File: src/rtl/srm_pkg.sv
package srm_pkg;

    localparam int CNT_W     = 10;
    localparam int CNT_REG_W = CNT_W - 2;

    typedef enum logic [1:0] {
        ST_VARM = 2'd0,
        ST_VRUN = 2'd1,
        ST_HRUN = 2'd2,
        ST_HOLD = 2'd3
    } meas_st_e;

    typedef struct packed {
        logic hv;
        logic ovf2;
        logic ovf1;
    } meas_flags_t;

    function automatic logic [7:0] pack_status(meas_flags_t f, logic [1:0] cnt_lsb);
        return {f.hv, 3'b000, f.ovf2, f.ovf1, cnt_lsb};
    endfunction

endpackage

File: src/rtl/srm_tick_gen.sv
module srm_tick_gen #(
    parameter int DIV = 384
) (
    input  logic clk,
    input  logic rst,
    output logic tick
);
    localparam int DW = (DIV > 1) ? $clog2(DIV) : 1;
    localparam logic [DW-1:0] LAST = DW'(DIV - 1);

    logic [DW-1:0] div_q;

    always_ff @(posedge clk) begin
        if (rst) begin
            div_q <= '0;
        end else if (div_q == LAST) begin
            div_q <= '0;
        end else begin
            div_q <= div_q + 1'b1;
        end
    end

    assign tick = (div_q == LAST);
endmodule

File: src/rtl/srm_rise_det.sv
module srm_rise_det (
    input  logic clk,
    input  logic rst,
    input  logic din,
    output logic rise
);
    logic [2:0] sh_q;

    always_ff @(posedge clk) begin
        if (rst) begin
            sh_q <= '0;
        end else begin
            sh_q <= {sh_q[1:0], din};
        end
    end

    assign rise = sh_q[1] & ~sh_q[2];
endmodule

File: src/rtl/srm_meas_core.sv
module srm_meas_core
    import srm_pkg::*;
#(
    parameter int WIN_TICKS = 256
) (
    input  logic             clk,
    input  logic             rst,
    input  logic             tick,
    input  logic             v_rise,
    input  logic             h_rise,
    input  logic             irq_en,
    input  logic             rd_count,
    output logic [CNT_W-1:0] count,
    output logic             ready,
    output meas_flags_t      flags,
    output logic             irq
);
    localparam int WIN_W = (WIN_TICKS > 1) ? $clog2(WIN_TICKS) : 1;
    localparam logic [WIN_W-1:0] WIN_LAST = WIN_W'(WIN_TICKS - 1);

    meas_st_e         st_q, st_d;
    logic [CNT_W-1:0] cnt_q, cnt_d;
    meas_flags_t      flg_q, flg_d;
    logic [WIN_W-1:0] win_q, win_d;
    logic             irq_q, irq_d;
    logic             bump, finish;
    logic [CNT_W:0]   sum;

    always_comb begin
        st_d   = st_q;
        cnt_d  = cnt_q;
        flg_d  = flg_q;
        win_d  = win_q;
        irq_d  = irq_q;
        bump   = 1'b0;
        finish = 1'b0;
        sum    = '0;

        unique case (st_q)
            ST_VARM: begin
                if (v_rise) st_d = ST_VRUN;
            end
            ST_VRUN: begin
                // closing edge wins over a coincident tick
                if (v_rise) finish = 1'b1;
                else        bump   = tick;
            end
            ST_HRUN: begin
                bump = h_rise;
                if (tick) begin
                    win_d = win_q + 1'b1;
                    if (win_q == WIN_LAST) finish = 1'b1;
                end
            end
            ST_HOLD: begin
                if (rd_count) begin
                    cnt_d      = '0;
                    flg_d.ovf1 = 1'b0;
                    flg_d.ovf2 = 1'b0;
                    irq_d      = 1'b0;
                    win_d      = '0;
                    if (flg_q.hv) begin
                        flg_d.hv = 1'b0;
                        st_d     = ST_VARM;
                    end else begin
                        flg_d.hv = 1'b1;
                        st_d     = ST_HRUN;
                    end
                end
            end
            default: st_d = ST_VARM;
        endcase

        if (bump) begin
            sum   = {1'b0, cnt_q} + {{CNT_W{1'b0}}, 1'b1};
            cnt_d = sum[CNT_W-1:0];
            if (sum[CNT_W]) begin
                if (flg_q.ovf1) begin
                    flg_d.ovf1 = 1'b0;
                    flg_d.ovf2 = 1'b1;
                    finish     = 1'b1;
                end else begin
                    flg_d.ovf1 = 1'b1;
                end
            end
        end

        if (finish) begin
            st_d  = ST_HOLD;
            irq_d = irq_en;
        end
    end

    always_ff @(posedge clk) begin
        if (rst) begin
            st_q  <= ST_VARM;
            cnt_q <= '0;
            flg_q <= '0;
            win_q <= '0;
            irq_q <= 1'b0;
        end else begin
            st_q  <= st_d;
            cnt_q <= cnt_d;
            flg_q <= flg_d;
            win_q <= win_d;
            irq_q <= irq_d;
        end
    end

    assign count = cnt_q;
    assign ready = (st_q == ST_HOLD);
    assign flags = flg_q;
    assign irq   = irq_q;
endmodule

File: src/rtl/sync_rate_meter.sv
module sync_rate_meter
    import srm_pkg::*;
#(
    parameter int TICK_DIV  = 384,
    parameter int WIN_TICKS = 256
) (
    input  logic                 clk,
    input  logic                 rst,
    input  logic                 hsync_in,
    input  logic                 vsync_in,
    input  logic                 irq_en,
    input  logic                 rd_count,
    output logic [CNT_REG_W-1:0] count_reg,
    output logic [7:0]           status_reg,
    output logic                 rdy,
    output logic                 hv_mode,
    output logic                 ovf_once,
    output logic                 ovf_twice,
    output logic                 irq
);
    logic             tick;
    logic [1:0]       sync_raw;
    logic [1:0]       sync_rise;
    logic [CNT_W-1:0] count;
    meas_flags_t      flags;

    srm_tick_gen #(.DIV(TICK_DIV)) u_tick (
        .clk  (clk),
        .rst  (rst),
        .tick (tick)
    );

    assign sync_raw = {vsync_in, hsync_in};

    for (genvar g = 0; g < 2; g++) begin : g_edge
        srm_rise_det u_det (
            .clk  (clk),
            .rst  (rst),
            .din  (sync_raw[g]),
            .rise (sync_rise[g])
        );
    end

    srm_meas_core #(.WIN_TICKS(WIN_TICKS)) u_core (
        .clk      (clk),
        .rst      (rst),
        .tick     (tick),
        .v_rise   (sync_rise[1]),
        .h_rise   (sync_rise[0]),
        .irq_en   (irq_en),
        .rd_count (rd_count),
        .count    (count),
        .ready    (rdy),
        .flags    (flags),
        .irq      (irq)
    );

    assign count_reg  = count[CNT_W-1:2];
    assign status_reg = pack_status(flags, count[1:0]);
    assign hv_mode    = flags.hv;
    assign ovf_once   = flags.ovf1;
    assign ovf_twice  = flags.ovf2;
endmodule

File: config.mk
export PLATFORM = sky130hd
export DESIGN_NAME = sync_rate_meter
export DESIGN_NICKNAME = d
export VERILOG_FILES = /design/src/rtl/srm_pkg.sv /design/src/rtl/srm_tick_gen.sv /design/src/rtl/srm_rise_det.sv /design/src/rtl/srm_meas_core.sv /design/src/rtl/sync_rate_meter.sv
export SDC_FILE = /design/constraint.sdc
export NUM_CORES = 1
export LEC_CHECK = 0
export BUFFER_PORTS_ARGS = -buffer_cell sky130_fd_sc_hd__buf_2
export CAP_MARGIN = 20
export CORE_MARGIN = 2
export CORE_UTILIZATION = 50
export DETAILED_ROUTE_END_ITERATION = 8
export GPL_ROUTABILITY_DRIVEN = 0
export PLACE_DENSITY_LB_ADDON = 0.08
export SLEW_MARGIN = 20
export SYNTH_ARGS = -nofsm -noshare
export SYNTH_HDL_FRONTEND = slang
export SYNTH_SLANG_ARGS = --single-unit
File: constraint.sdc
create_clock -name clk -period 1.7 [get_ports clk]
set_input_delay 0.34 -clock clk [delete_from_list [all_inputs] [get_ports clk]]
set_output_delay 0.34 -clock clk [all_outputs]
set_load 0.05 [all_outputs]
==> results of run 1 <==
==> worst max-delay path, cell delays in order (launching register included) <==
cell      delay [ns]
dfxtp_4         0.37
inv_4           0.05
ha_4            0.25
nand2_2         0.09
nor4_4          0.05
buf_4           0.15
nor3_4          0.38
a21oi_1         0.10
a211oi_1        0.20
==> cell type report <==
cell class / instances / area (sq um)
Fill cell: 303 / 1234
Multi-Input combinational cell: 163 / 1177
Sequential cell: 39 / 794.5
Timing Repair Buffer: 44 / 275.3
Clock buffer: 7 / 76.32
Tap cell: 48 / 60.06
Inverter: 9 / 38.79
Clock inverter: 1 / 5.005
==> metal layers <==
layer / track usage, % / share of wire [%] / vias up
met3: 5.822 / 4.7 / 8
li1: - / - / 848
met1: 26.93 / 46 / 775
met5: 0 / 0 / -
met4: 7.552 / 1.6 / 0
met2: 37.25 / 47 / 47
==> cell usage in the layout, fill, tap and decap left out, types with 3 or more instances in the layout <==
cell / instances
ha_1: 3
nand4_1: 6
xor2_1: 11
nor2b_1: 7
nor2_1: 24
buf_2: 22
dfxtp_2: 5
buf_4: 22
and3_1: 4
a21oi_1: 14
nand2_1: 11
clkbuf_8: 5
conb_1: 3
mux2i_1: 3
inv_1: 7
a211oi_2: 3
o21ai_1: 3
nand3_1: 17
dfxtp_1: 32
nor3_1: 4
ha_4: 3
==> worst paths after layout <==
check,endpoint,slack [ns],cells past startpoint
max reg2reg,u_core.count[2],-0.02,8
max,u_core.count[2],-0.02,8
min reg2reg,g_edge[0].u_det.sh_q[1],0.44,1
min,g_edge[0].u_det.sh_q[0],0.27,2
==> logic make-up (layout without fill, tap and decap cells) <==
kind of cell / after synthesis / in the layout / synth area share, %
mux: 3 / 3 / 1.577
other cells: 1 / 3 / 0.1969
compound gates: 41 / 41 / 13.54
fa+ha+maj: 7 / 7 / 4.599
flops: 39 / 39 / 41.00
simple gates: 95 / 96 / 27.60
xor+xnor: 13 / 13 / 5.979
buf+inv: 20 / 61 / 5.518
==> power breakdown <==
part / switching [mW] / internal [mW] / leakage, nW
registers: 0.0134 / 0.929 / 0.319
clock network: 0.314 / 0.288 / 0.0422
logic: 0.0833 / 0.0628 / 0.662
total: 0.411 / 1.28 / 1.02
==> metrics by stage <==
step / setup TNS [ns] / instances / utilization [%] / hold WS (ns)
global placement: -0.04723 / 300 / 60.39 / 0.4218
finish: -0.06681 / 311 / 66.30 / 0.2654
CTS: -0.03913 / 311 / 65.38 / 0.2614
floorplan: -0.07515 / 221 / - / 0.4138
detailed placement: -0.4957 / 300 / 60.39 / 0.4317
global route: -1.372 / 311 / 66.30 / 0.2568
==> repair_timing <==
item	4_1_cts	5_1_grt
pin swaps	12	1
setup endpoints to repair	12	18
gates resized for setup	17	11
cloned	1	0
buffers inserted	2	0
==> flow_metrics.tcl, run 1 <==
set metrics [dict create \
    die_w_microns 65.72 \
    syn2layout_area_growth_pct 27.46 \
    setup_viol 5 \
    initialDrtViolationCount 87 \
    synth_top_area_share_pct 41.00 \
    synth.most_common_cell "dfxtp_1" \
    drcViolationCount 0 \
    cts_hold_buf 0 \
    dp_slack_ns -0.1077 \
    synth-async-reset-ratio_pct 0 \
    netlist_top_cells_area "dfxtp_1, nor2_1, xor2_1" \
    clk_latency_ns 0.29 \
    dpl.hpwl_microns 3005 \
    synth-main-ff-cell "dfxtp_1" \
    cts-root-buf "clkbuf_8" \
    coreArea_sq_um 3661 \
    max_freq_mhz 581.6 \
    largest_reg_flops 10 \
    wirelength_microns 4237 \
    finalHoldViolCount 0 \
    grt_setup_unrepaired "true" \
    finalMaxSlewViolations 0 \
    io_buffer_count 23 \
    ant_nets 0 \
    grt_max_degree 13 \
    grt_pass1_vias 1640 \
    syn_avg_cell_area_sq_um 8.696 \
    power.density_nw_per_um2 696.6 \
    startpoint_type "register" \
    antenna_found_initial 0 \
    dr.pass1.iters 4 \
    ys_top_cells_by_count "dfxtp_1, nor2_1, a21oi_1, nand3_1, nand2_1" \
    cts_tree "yes" \
    synthCells 219 \
    maxCapViolations 0 \
    ir_drop_mv 0.4945 \
    synth_area_sq_um 1904 \
    r2r_start "u_core.st_q[1]" \
    final_layout_size_suffix_gt1_share_pct 33.08 \
    avgViaCountPerCell 5.395 \
    clockBufferDepth 2 \
    yosys_warnings 0 \
    dieArea_sq_um 4318 \
    place_area_sq_um 2211 \
    overflow 0 \
    synth_edf_count 0 \
    hold_path_startpoint "hsync_in" \
    num-nets-final 275 \
    cts_sinks 39 \
    ys_seq_elements 39 \
    cp.arrival_ns 1.93 \
    row_count 22 \
    yosysSeqAreaShare_pct 41.00 \
    vias 1678 \
    start_util_pct 52.02 \
    timing.final.crit_share_pct 101.1 \
    diodes 0 \
    crit_fanout 9 \
    setup.worst_path.start "u_core.st_q[1]" \
    end_kind "register" \
    cp_data_required_time_ns 1.91 \
    synth_cell_types 46 \
    status "complete, but fails checks" \
    final_cell_area_sq_um 2427 \
    skew_ns 0.003674 \
    cts_buffers 5 \
    wl_per_cell_microns 13.62 \
    fin_crit_ns 1.719 \
    h-tree-depth 2 \
    design.portCount 27 \
    grt_pass1_wl_microns 7355 \
    fin_ws_ns -0.01946 \
    hp-class "primary input to register" \
    die_h_microns 65.72 \
    power_mw 1.691 \
    clkTransAtPathRegs_ns 0.07 \
    path_class "register to register" \
    p_leak_nw 1.023 \
    violations "setup timing" \
    track_usage_pct 22.03 \
    yosysTopAreaCell "dfxtp_1" \
]
Note: power is estimated with default switching activity, not from simulation.
==> run 2, diff against run 1 <==
--- a/config.mk
+++ b/config.mk
@@ -11,6 +11,7 @@
 export CORE_UTILIZATION = 50
 export DETAILED_ROUTE_END_ITERATION = 8
 export GPL_ROUTABILITY_DRIVEN = 0
+export GPL_TIMING_DRIVEN = 0
 export PLACE_DENSITY_LB_ADDON = 0.08
 export SLEW_MARGIN = 20
 export SYNTH_ARGS = -nofsm -noshare
==> run 2 against run 1 <==
The run still ends with setup timing left. Flip-flop and latch count unchanged. Total power increased by 5.5%. Non-clock buffer count increased by 2. Die area unchanged. Core utilization increased by 1.3 points. Cell count increased by 0.64%. Via count increased by 0.95%. Setup slack got worse by 0.12 ns.
==> flow_metrics.tcl, run 2 (synthesis gave the netlist of run 1 again) <==
set metrics [dict create \
    setup_viol 3 \
    h-tree-depth 2 \
    overflow 0 \
    final_cell_mix "dfxtp_1, nor2_1, buf_2, buf_4, nand3_1" \
    crit_fanout 5 \
    grt_pass1_wl_microns 7210 \
    dr.pass1.iters 4 \
    setup.worst_path.start "u_tick.div_q[0]" \
    coreArea_sq_um 3661 \
    register_area_sq_um 802.0 \
    finalHoldViolCount 0 \
    clkTransAtPathRegs_ns 0.08 \
    final_util_pct 67.57 \
    dpl.hpwl_microns 2709 \
    ir_drop_mv 0.5147 \
    drcViolationCount 0 \
    cts_buffers 5 \
    track_usage_pct 21.89 \
    syn2layout_area_growth_pct 29.89 \
    clk_latency_ns 0.30 \
    layout_commonest_cell "dfxtp_1" \
    die_w_microns 65.72 \
    reg2regPathDepth 7 \
    ant_nets 0 \
    path_cells "ha_4, nand4b_4, nor4_4, or2_4, buf_6, a21oi_1, a211oi_1" \
    diodes 0 \
    cts-root-buf "clkbuf_8" \
    cp.arrival_ns 2.03 \
    grt_setup_unrepaired "true" \
    max_freq_mhz 545.1 \
    cts_hold_buf 0 \
    avgViaCountPerCell 5.412 \
    p_leak_nw 1.032 \
    cts_sinks 39 \
    fill_cells 302 \
    clockBufferDepth 2 \
    largest_reg_flops 10 \
    die_h_microns 65.72 \
    reg2reg_to "u_core.count[4]" \
    tightest_slew_ns 0.5622 \
    finalMaxSlewViolations 0 \
    skew_ns 0.008469 \
    power.density_nw_per_um2 720.9 \
    grt_max_degree 12 \
    max-slew-margin-rel_pct 62.52 \
    num-nets-final 277 \
    path_class "register to register" \
    initialDrtViolationCount 139 \
    timing.final.crit_share_pct 107.9 \
    grt_pass1_vias 1587 \
    fin_ws_ns -0.1345 \
    violations "setup timing" \
    fin_crit_ns 1.835 \
    startpoint_type "register" \
    maxCapViolations 0 \
    power_mw 1.783 \
    status "complete, but fails checks" \
    cts_tree "yes" \
    antenna_found_initial 0 \
    crit_path_top_delay_cell "nor4_4" \
    wl_per_cell_microns 13.87 \
    r2r_start "u_tick.div_q[0]" \
    multi_input_area_sq_um 1187 \
    row_count 22 \
    wirelength_microns 4342 \
    hp-class "primary input to register" \
    max_stage_delay_ns 0.39 \
    start_util_pct 52.02 \
    crit_end "u_core.count[4]" \
    design.portCount 27 \
    cp_data_required_time_ns 1.90 \
    vias 1694 \
    final_layout_size_suffix_gt1_share_pct 33.58 \
    dieArea_sq_um 4318 \
    r2r_slack_ns -0.13 \
    end_kind "register" \
    io_buffer_count 22 \
]
[run 2: critical path: cells and delay by family, from the launching register on]
kind | cells | cell delay, ns
adders and majority gates | 1 | 0.15
DFF | 1 | 0.36
buffers and inverters | 1 | 0.12
AOI/OAI and AO/OA | 2 | 0.36
and+or+nand+nor | 3 | 0.75
[run 2: layout make-up]
class	count	share of cell area (%)
inverters	9	1.366
plain buffers	10	2.731
clock buffers	8	4.047
well taps	48	2.428
flip-flops and latches	39	32.42
repair buffers	36	9.004
multi-input cells	163	48.00
[run 2: repair_timing]
item / CTS / global route
setup buffers: 10 / 3
gates resized for setup: 17 / 15
endpoints found under the setup margin: 22 / 21
pin swaps: 8 / 5
cloned: 2 / 0
[run 2: worst min-delay path by stage]
stage                                         end  cells past startpoint  slack (ns)                    start
after global placement    g_edge[0].u_det.sh_q[1]                      1        0.42  g_edge[0].u_det.sh_q[0]
after floorplan           g_edge[0].u_det.sh_q[1]                      1        0.41  g_edge[0].u_det.sh_q[0]
after global routing      g_edge[1].u_det.sh_q[0]                      2        0.28                 vsync_in
after detailed placement  g_edge[0].u_det.sh_q[1]                      1        0.42  g_edge[0].u_det.sh_q[0]
after CTS                 g_edge[0].u_det.sh_q[0]                      2        0.25                 hsync_in
final                     g_edge[0].u_det.sh_q[0]                      2        0.25                 hsync_in
[run 2: power by group]
group          internal [mW]  total [mW]  switching (mW)
sequential             0.928       0.941          0.0124
combinational         0.0602       0.146          0.0858
clock                  0.370       0.697           0.326
[run 2: per-layer routing]
metal / vias up / global-route usage, % / part of all wire, %
met5: - / 0 / 0
met4: 0 / 11.20 / 1.3
met3: 7 / 4.623 / 3.6
met2: 39 / 34.97 / 47
met1: 785 / 27.64 / 48
li1: 863 / - / -
[run 2: through the flow]
step,setup slack (ns),hold slack (ns),std cells,area (sq um),TNS (ns)
floorplan,-0.02251,0.4138,221,1964,-0.07515
global placement,-0.2151,0.4220,291,2135,-3.342
detailed placement,-0.1965,0.4204,291,2135,-3.228
CTS,-0.04264,0.2528,310,2391,-0.1196
global route,-0.2064,0.2798,313,2474,-0.9176
finish,-0.1345,0.2513,313,2474,-0.1597
==> run 3, diff against run 2 <==
--- a/config.mk
+++ b/config.mk
@@ -7,8 +7,10 @@
 export LEC_CHECK = 0
 export BUFFER_PORTS_ARGS = -buffer_cell sky130_fd_sc_hd__buf_2
 export CAP_MARGIN = 20
+export CELL_PAD_IN_SITES_DETAIL_PLACEMENT = 1
+export CELL_PAD_IN_SITES_GLOBAL_PLACEMENT = 2
 export CORE_MARGIN = 2
-export CORE_UTILIZATION = 50
+export CORE_UTILIZATION = 31
 export DETAILED_ROUTE_END_ITERATION = 8
 export GPL_ROUTABILITY_DRIVEN = 0
 export GPL_TIMING_DRIVEN = 0
==> run 3 against run 2 <==
The run still ends with setup timing left. Sequential power hardly changed. Cell area grew 9.0%. Total power rose by 5.3%. Routed wire length rose by 26%. Cell count grew 12%. Maximum frequency increased by 0.75%. Clock power grew 11%. Non-clock buffer count is 11 higher. Global-route usage down 4.7 points. Combinational power grew 12%.
==> flow_metrics.tcl, run 3 (synthesis gave the netlist of run 1 again) <==
set metrics [dict create \
    grt_setup_unrepaired "true" \
    clkTransAtPathRegs_ns 0.08 \
    hp-class "primary input to register" \
    num-nets-final 288 \
    startpoint_type "register" \
    drcViolationCount 0 \
    cts_buffers 5 \
    timing.hold.ws_ns 0.2548 \
    finalMaxSlewViolations 0 \
    syn2layout_area_growth_pct 41.52 \
    dieArea_sq_um 6786 \
    cts_hold_buf 0 \
    pwr-share-clk_pct 41.1 \
    maxCapViolations 0 \
    row_count 28 \
    p_leak_nw 1.124 \
    finalHoldViolCount 0 \
    wirelength_microns 5458 \
    initialDrtViolationCount 47 \
    wl_per_cell_microns 15.55 \
    combPwrFrac_pct 8.7 \
    grt_pass1_vias 1731 \
    power.density_nw_per_um2 696.7 \
    violations "setup timing" \
    timing.final.crit_share_pct 107.1 \
    tightest_slew_ns 0.6698 \
    coreArea_sq_um 5921 \
    die_h_microns 82.38 \
    design.portCount 27 \
    hold_depth 2 \
    dpl.hpwl_microns 3392 \
    clk_latency_ns 0.30 \
    max-slew-margin-rel_pct 55.35 \
    setup_viol 12 \
    ir_drop_mv 0.2809 \
    overflow 0 \
    r2r_start "u_core.st_q[1]" \
    reg2regPathDepth 10 \
    antenna_found_initial 0 \
    vias 1801 \
    hold_path_startpoint "hsync_in" \
    max_freq_mhz 549.2 \
    largest_reg_flops 10 \
    cp_data_required_time_ns 1.86 \
    reg2reg_to "u_core.count[2]" \
    grt_max_degree 13 \
    status "complete, but fails checks" \
    final_layout_size_suffix_gt1_share_pct 41.30 \
    fin_crit_ns 1.821 \
    cp.arrival_ns 1.98 \
    r2r_slack_ns -0.12 \
    final_cell_mix "buf_4, dfxtp_1, nor2_1, buf_2, nand3_1" \
    io_buffer_count 22 \
    dr.pass1.iters 4 \
    internal_power_mw 1.414 \
    pwr-share-seq_pct 50.2 \
    path_class "register to register" \
    skew_ns 0.01218 \
    cts_sinks 39 \
    avgViaCountPerCell 5.131 \
    cts-root-buf "clkbuf_8" \
    grt_pass1_wl_microns 8825 \
    fin_ws_ns -0.1209 \
    track_usage_pct 17.18 \
    fin_setup_tns_ns -0.7578 \
    swShare_pct 24.67 \
    ant_nets 0 \
    end_kind "register" \
    clockBufferDepth 2 \
    crit_fanout 5 \
    start_util_pct 32.16 \
    p_sw_mw 0.4633 \
    holdPathEnd "g_edge[0].u_det.sh_q[0]" \
    h-tree-depth 2 \
    die_w_microns 82.38 \
    cts_tree "yes" \
    diodes 0 \
]
==> run 3: critical path, cell delays in order (launching register included) <==
cell and delay (ns):
dfxtp_4 0.37, inv_4 0.05, ha_4 0.29, nand2_4 0.05
nor4_4 0.25, buf_6 0.15, buf_4 0.11, nor3_4 0.04
buf_4 0.15, a21oi_2 0.13, a211oi_2 0.09
==> run 3: cell type report <==
type / count / area, sq um
Inverter: 9 / 38.79
Sequential cell: 39 / 803.3
Buffer: 10 / 71.32
Multi-Input combinational cell: 163 / 1247
Fill cell: 695 / 3226
Timing Repair Buffer: 47 / 327.8
Tap cell: 75 / 93.84
Clock buffer: 7 / 107.6
Clock inverter: 1 / 5.005
==> run 3: repair_timing <==
action / in CTS / in global routing
cloned: 2 / 0
resized for setup: 28 / 26
setup endpoints to repair: 23 / 23
pin swaps: 13 / 15
buffers inserted: 19 / 5
==> run 3: worst max-delay path by stage <==
stage	cells past startpoint	slack [ns]	from	end
2_1_floorplan	8	-0.02	u_core.st_q[1]	u_core.count[4]
3_3_place_gp	6	-0.33	u_tick.div_q[0]	u_core.win_q[1]
3_5_place_dp	6	-0.34	u_core.st_q[0]	u_core.count[2]
4_1_cts	8	-0.10	u_tick.div_q[1]	u_core.count[7]
5_1_grt	9	-0.20	u_core.st_q[1]	u_core.count[8]
6_report	10	-0.12	u_core.st_q[1]	u_core.count[2]
==> run 3: routing by layer <==
layer | global-route usage [%] | vias up | wire length (microns) | share of wire (%)
met3 | 3.370 | 8 | 127 | 2.3
met1 | 23.89 | 894 | 2731 | 50
li1 | - | 879 | - | -
met4 | 5.167 | 0 | 68 | 1.2
met2 | 26.77 | 20 | 2531 | 46
met5 | 0 | - | 0 | 0
==> run 3: power groups by stage <==
stage,Sequential [mW],Combinational [mW],Clock (mW)
after floorplan,0.965,0.0888,0
after global placement,0.968,0.116,0
after detailed placement,0.969,0.116,0
after CTS,0.942,0.151,0.794
after global routing,0.945,0.178,0.827
final,0.943,0.163,0.772
==> run 3: through the flow <==
step	utilization, %	cells	total power, mW	cell area [sq um]	setup WS [ns]
2_1_floorplan	-	221	1.054	1964	-0.02251
3_3_place_gp	36.62	318	1.084	2168	-0.3264
3_5_place_dp	36.62	318	1.085	2168	-0.3391
4_1_cts	43.24	346	1.888	2560	-0.1025
5_1_grt	45.52	351	1.951	2695	-0.2040
6_report	45.52	351	1.878	2695	-0.1209
